==> config.mk <==
export PLATFORM = sky130hd
export DESIGN_NAME = opfwd_hazard_unit
export DESIGN_NICKNAME = d
export VERILOG_FILES = /design/src/rtl/opfwd_pkg.sv /design/src/rtl/opfwd_tag_pipe.sv /design/src/rtl/opfwd_src_mux.sv /design/src/rtl/opfwd_hazard_unit.sv
export SDC_FILE = /design/constraint.sdc
export NUM_CORES = 1
export LEC_CHECK = 0
export BUFFER_PORTS_ARGS = -buffer_cell sky130_fd_sc_hd__buf_2
export CAP_MARGIN = 20
export CELL_PAD_IN_SITES_DETAIL_PLACEMENT = 1
export CELL_PAD_IN_SITES_GLOBAL_PLACEMENT = 2
export CORE_UTILIZATION = 16
export CTS_CLUSTER_SIZE = 30
export DETAILED_ROUTE_END_ITERATION = 16
export PLACE_DENSITY_LB_ADDON = 0.1
export SLEW_MARGIN = 20
export SYNTH_ARGS = -nofsm -noshare
export SYNTH_HDL_FRONTEND = slang
export SYNTH_SLANG_ARGS = --single-unit
==> constraint.sdc <==
create_clock -name clk_i -period 2.62 [get_ports clk_i]
set_input_delay 0.524 -clock clk_i [delete_from_list [all_inputs] [get_ports clk_i]]
set_output_delay 0.524 -clock clk_i [all_outputs]
set_load 0.03 [all_outputs]
==> src/rtl/opfwd_pkg.sv <==
package opfwd_pkg;
  typedef enum logic [1:0] {
    SRC_RF  = 2'd0,
    SRC_MEM = 2'd1,
    SRC_ALN = 2'd2
  } fwd_src_e;

  typedef struct packed {
    logic       wen;
    logic       load;
    logic [4:0] dst;
  } dst_tag_t;
endpackage

==> src/rtl/opfwd_tag_pipe.sv <==
module opfwd_tag_pipe
  import opfwd_pkg::*;
(
  input  logic     clk_i,
  input  logic     rst_ni,
  input  logic     ex_valid_i,
  input  dst_tag_t ex_tag_i,
  input  logic     bubble_i,
  output dst_tag_t mem_tag_o,
  output dst_tag_t aln_tag_o
);
  dst_tag_t mem_q, aln_q;

  always_ff @(posedge clk_i or negedge rst_ni) begin
    if (!rst_ni) begin
      mem_q <= '0;
      aln_q <= '0;
    end else begin
      mem_q <= (ex_valid_i && !bubble_i) ? ex_tag_i : '0;
      aln_q <= mem_q;
    end
  end

  assign mem_tag_o = mem_q;
  assign aln_tag_o = aln_q;

  p_bubble_empty_r10: assert property (@(posedge clk_i) disable iff (!rst_ni)
    bubble_i |=> !mem_q.wen);
  p_aln_follows_mem_r2: assert property (@(posedge clk_i) disable iff (!rst_ni)
    mem_q.wen |=> aln_q.wen);
endmodule

==> src/rtl/opfwd_src_mux.sv <==
module opfwd_src_mux
  import opfwd_pkg::*;
#(
  parameter int XLEN   = 32,
  parameter int REG_AW = 5
) (
  input  logic [REG_AW-1:0] src_i,
  input  dst_tag_t          mem_tag_i,
  input  dst_tag_t          aln_tag_i,
  input  logic [XLEN-1:0]   rf_i,
  input  logic [XLEN-1:0]   mem_res_i,
  input  logic [XLEN-1:0]   aln_res_i,
  output logic [XLEN-1:0]   op_o,
  output fwd_src_e          sel_o,
  output logic              load_hit_o
);
  logic src_nz, mem_match, aln_match;

  assign src_nz    = |src_i;
  assign mem_match = src_nz && mem_tag_i.wen && (mem_tag_i.dst[REG_AW-1:0] == src_i);
  assign aln_match = src_nz && aln_tag_i.wen && (aln_tag_i.dst[REG_AW-1:0] == src_i);
  assign load_hit_o = mem_match && mem_tag_i.load;

  always_comb begin
    sel_o = SRC_RF;
    // younger producer wins; a load in Memory has no data yet
    if (mem_match && !mem_tag_i.load) sel_o = SRC_MEM;
    else if (aln_match)               sel_o = SRC_ALN;
  end

  always_comb begin
    unique case (sel_o)
      SRC_MEM: op_o = mem_res_i;
      SRC_ALN: op_o = aln_res_i;
      default: op_o = rf_i;
    endcase
  end
endmodule

==> src/rtl/opfwd_hazard_unit.sv <==
module opfwd_hazard_unit
  import opfwd_pkg::*;
#(
  parameter int XLEN    = 32,
  parameter int REG_AW  = 5,
  parameter int NUM_SRC = 2
) (
  input  logic                             clk_i,
  input  logic                             rst_ni,
  input  logic                             ex_valid_i,
  input  logic [NUM_SRC-1:0][REG_AW-1:0]   ex_src_i,
  input  logic                             ex_wen_i,
  input  logic [REG_AW-1:0]                ex_dst_i,
  input  logic                             ex_load_i,
  input  logic [NUM_SRC-1:0][XLEN-1:0]     rf_data_i,
  input  logic [XLEN-1:0]                  mem_res_i,
  input  logic [XLEN-1:0]                  aln_res_i,
  output logic [NUM_SRC-1:0][XLEN-1:0]     op_o,
  output logic [NUM_SRC-1:0][1:0]          fwd_sel_o,
  output logic                             stall_o,
  output logic                             bubble_o
);
  localparam int TagPad = 5 - REG_AW;

  dst_tag_t ex_tag, mem_tag, aln_tag;
  logic [NUM_SRC-1:0] load_hit;
  fwd_src_e [NUM_SRC-1:0] sel;

  always_comb begin
    ex_tag      = '0;
    ex_tag.wen  = ex_wen_i && (|ex_dst_i);
    ex_tag.load = ex_load_i;
    ex_tag.dst  = {{TagPad{1'b0}}, ex_dst_i};
  end

  opfwd_tag_pipe i_tags (
    .clk_i      (clk_i),
    .rst_ni     (rst_ni),
    .ex_valid_i (ex_valid_i),
    .ex_tag_i   (ex_tag),
    .bubble_i   (bubble_o),
    .mem_tag_o  (mem_tag),
    .aln_tag_o  (aln_tag)
  );

  for (genvar s = 0; s < NUM_SRC; s++) begin : g_src
    opfwd_src_mux #(.XLEN(XLEN), .REG_AW(REG_AW)) i_mux (
      .src_i      (ex_src_i[s]),
      .mem_tag_i  (mem_tag),
      .aln_tag_i  (aln_tag),
      .rf_i       (rf_data_i[s]),
      .mem_res_i  (mem_res_i),
      .aln_res_i  (aln_res_i),
      .op_o       (op_o[s]),
      .sel_o      (sel[s]),
      .load_hit_o (load_hit[s])
    );
    assign fwd_sel_o[s] = sel[s];

    p_no_load_src_r4: assert property (@(posedge clk_i) disable iff (!rst_ni)
      mem_tag.load |-> (fwd_sel_o[s] != 2'd1));
    p_zero_rf_r6: assert property (@(posedge clk_i) disable iff (!rst_ni)
      (ex_src_i[s] == '0) |-> (fwd_sel_o[s] == 2'd0));
    p_stall_then_aln_r5: assert property (@(posedge clk_i) disable iff (!rst_ni)
      (ex_valid_i && load_hit[s]) |=> (fwd_sel_o[s] == 2'd2));
  end

  assign stall_o  = ex_valid_i && (|load_hit);
  assign bubble_o = stall_o;

  p_single_stall_r5: assert property (@(posedge clk_i) disable iff (!rst_ni)
    stall_o |=> !stall_o);
  p_no_stall_alu_r9: assert property (@(posedge clk_i) disable iff (!rst_ni)
    !mem_tag.load |-> !stall_o);
endmodule

==> summary.md <==
| Metric | Value |
|---|---|
| Status | complete, but fails checks |
| Failing checks | negative setup slack |
| CP Cell Sequence | xor2_1 -> nor4_2 -> buf_4 -> nand4_1 -> buf_6 -> buf_16 -> mux2i_2 -> a21oi_4 -> buf_6 |
| IO buf count | 217 |
| Worst EP required | 2.10 ns |
| Hold buffers post-CTS | 0 |
| CTS tree | yes |
| Hold crit path type | input pin to asynchronous set/reset pin |
| Clock-pin slew on the worst setup and hold paths | 0.04 ns |
| DP Worst Slack | -0.207 ns |
| Number of global-route vias before repair | 3003 |
| Crit path kind | flop to primary output |
| Crit Reg-Reg Startpoint | i_tags.mem_tag_o[4]$_DFF_PN0_ |
| First-pass GRT wire length | 15700 um |
| R2r setup slk | 0.86 ns |
| First-pass DRT Iterations | 4 |
| Max-cap viol count | 0 |
| Initial core utilization | 16.4% |
| CP endpoint kind | primary output |
| Ant diodes | 0 |
| Vias/cell | 4.33 |
| Ys async rst share | 100% |
| Core footprint | 12600 um^2 |
| # nets final | 677 |
| Syn Nets | 433 |
| Yosys warns | 0 |
| Fin crit period | 2.68 ns |
| Leak | 2.34 nW |
| Iteration-0 DRC Markers | 73 |
| Chip height | 116 um |
| Layout area overhead | 141% |
| Max-slew violations | 0 |
| I/O Pins | 218 |
| Remaining global-route overflow | 0 |
| GR peak layer | met2 |
| Total routed wirelength | 11500 um |
| Worst reg2reg endpoint | i_tags.mem_tag_o[1]$_DFF_PN0_ |
| Routed WL per cell | 16.4 um |
| Pin count of the biggest net entering global routing | 35 |
| Share of layout cells above drive strength 1 | 69.7% |
| H-tree depth | 1 |
| Clk sink count | 13 |
| Clock Root Buffer | clkbuf_16 |
| Hold Fails Final Rpt | 0 |
| M2 GR Usage | 30.1% |
| #FFs+latches synth | 13 |
| Total track usage | 15.2% |
| R2R cell count | 7 |
| RSZ-0062 raised after global routing | yes |
| Clock Tree Buf Depth | 2 |
| CP arrival | 2.16 ns |
| CTS buffer count | 3 |
| FP Rows | 41 |
| Full die area | 13400 um^2 |
| Antenna violations before repair | 0 |
| Chip width | 116 um |
| Critical path peak fanout | 6 |
| Clk Latency, worst-skew pair | 0.24 ns |
| Power Density | 230 nW/um^2 |
| Detailed-route via count | 3030 |
| Setup crit start kind | flop |
| Most common cell on crit path | buf_6 |
| Final antenna-violating net count | 0 |
| Count of final setup violators | 57 |
| Area leader, netlist | mux2i_1 |
| Most frequent cells after synthesis | nor2_1, a21oi_1, mux2i_1 |
| Sequential fraction of the synthesis area | 15.7% |
| Post-Syn Area per Cell | 7.25 um^2 |
| Relative slew margins | 80.1% |
| Slowest CP cell | dfrtp_1 |
| Fill count | 1512 |
| GPL Wtd Cong | 0.767 |
| Skew final | 0.00126 ns |
| Worst-Margin Slew | 0.298 ns |
| Max IR drop VDD | 0.250 mV |
| Post-route DRC | 0 |
| Final Util | 39.5% |
| Synthesized cell area | 2070 um^2 |
| Largest cells by area after synthesis | mux2i_1, dfrtp_1, a21oi_1, nor2_1, xnor2_1 |
| Tcrit/Tclk final | 102% |
| Slowest stage delay, CP | 0.41 ns |
| Cells after Synth | 285 |
| Distinct cell type count of the synthesized netlist | 29 |
| Ys flop type | dfrtp_1 |
| Setup ws final | -0.0638 ns |
| Final setup TNS | -1.69 ns |
| Dpl hpwl | 8520 um |
| Top cell type's share of synthesized area | 31.0% |
| Post-synth EDFFs | 0 |
| M3 GR Usage | 2.72% |
| Fmax | 373 MHz |
| Count leader, synth | nor2_1 |
| Met1 usage | 16.8% |
## cell type report
| class | count | area (um^2) | share of cell area [%] |
|---|---|---|---|
| multi-input cells | 247 | 2270 | 45.4 |
| repair buffers | 261 | 2090 | 41.9 |
| flip-flops and latches | 13 | 327 | 6.54 |
| well taps | 172 | 215 | 4.31 |
| clock buffers | 4 | 78.8 | 1.58 |
| inverters | 3 | 11.3 | 0.226 |
## stage by stage
step | hold slack (ns) | std cells | total power (W) | area [um^2]
5_1_grt | 0.186 | 700 | 0.00121 | 4990
4_1_cts | 0.178 | 695 | 0.00107 | 4190
6_report | 0.171 | 700 | 0.00115 | 4990
2_1_floorplan | 0.228 | 285 | 0.000473 | 2080
3_5_place_dp | 0.421 | 676 | 0.000705 | 3490
3_3_place_gp | 0.426 | 676 | 0.000702 | 3490
## layer usage
layer  part of all wire, %  up-vias  wire, um
met5                     0        -         0
li1                      -     1490         -
met1                    38     1418      4360
met3                   7.4        8       844
met4                   1.0        0       119
met2                    54      114      6160
## worst max-delay path, delay by kind of cell (launching register included)
| kind | cells | cell delay [ns] |
|---|---|---|
| AOI/OAI and AO/OA | 1 | 0.16 |
| xor gates and xnor gates | 1 | 0.16 |
| buffers and inverters | 4 | 0.65 |
| DFF | 1 | 0.41 |
| muxes | 1 | 0.16 |
| and+or+nand+nor | 2 | 0.37 |
## registers in the layout (all words and copies together), names as in the netlist
register and cells:
i_tags.mem_tag_o 7, i_tags.aln_tag_o 6
## layout by cell type (no fill, tap or decap), types with 2 or more instances in the layout
master and count:
a21oi_1 30, buf_12 9, xnor2_1 10, buf_2 145
inv_2 2, nor2_2 17, mux2i_1 42, nor2_1 40
dfrtp_1 12, or4_4 2, buf_16 6, buf_6 47
mux2i_2 12, a21oi_2 15, nand4_1 3, buf_8 2
mux2i_4 10, nand2_1 9, xor2_1 6, a21oi_4 19
buf_4 48, nor2_4 16, clkbuf_16 7, xnor2_2 2
## kinds of logic after synthesis
logic type / count (synthesis) / synth area share (%)
AOI/OAI and AO/OA: 68 / 17.6
xor gates and xnor gates: 19 / 8.05
buffers and inverters: 25 / 7.20
DFF: 13 / 15.7
muxes: 64 / 31.0
and+or+nand+nor: 96 / 20.4
## report_power, final
part           internal [W]  switching [W]
Combinational      0.000310       0.000335
Clock              0.000204      0.0000733
Sequential         0.000212      0.0000112
Total              0.000727       0.000420
## how the worst max path moves through the flow
stage                     cells past startpoint  endpoint  slack, ns                           from
after CTS                                     7  op_o[63]      -0.06  i_tags.mem_tag_o[3]$_DFF_PN0_
after global placement                        9  op_o[14]      -0.19                    ex_src_i[4]
after floorplan                               7  op_o[39]      -0.03                    ex_src_i[5]
after detailed placement                      9   op_o[2]      -0.21                    ex_src_i[4]
final                                         9   op_o[5]      -0.06  i_tags.aln_tag_o[4]$_DFF_PN0_
after global routing                          9  op_o[29]      -0.16  i_tags.aln_tag_o[4]$_DFF_PN0_
## repair_timing
item                                    in CTS  in global routing
gates resized for setup                    127                164
pin swaps                                   56                 33
endpoints found under the setup margin      66                 69
buffers inserted                            10                  3
cloned                                       5                  4
Note: power is estimated with default switching activity, not from simulation.
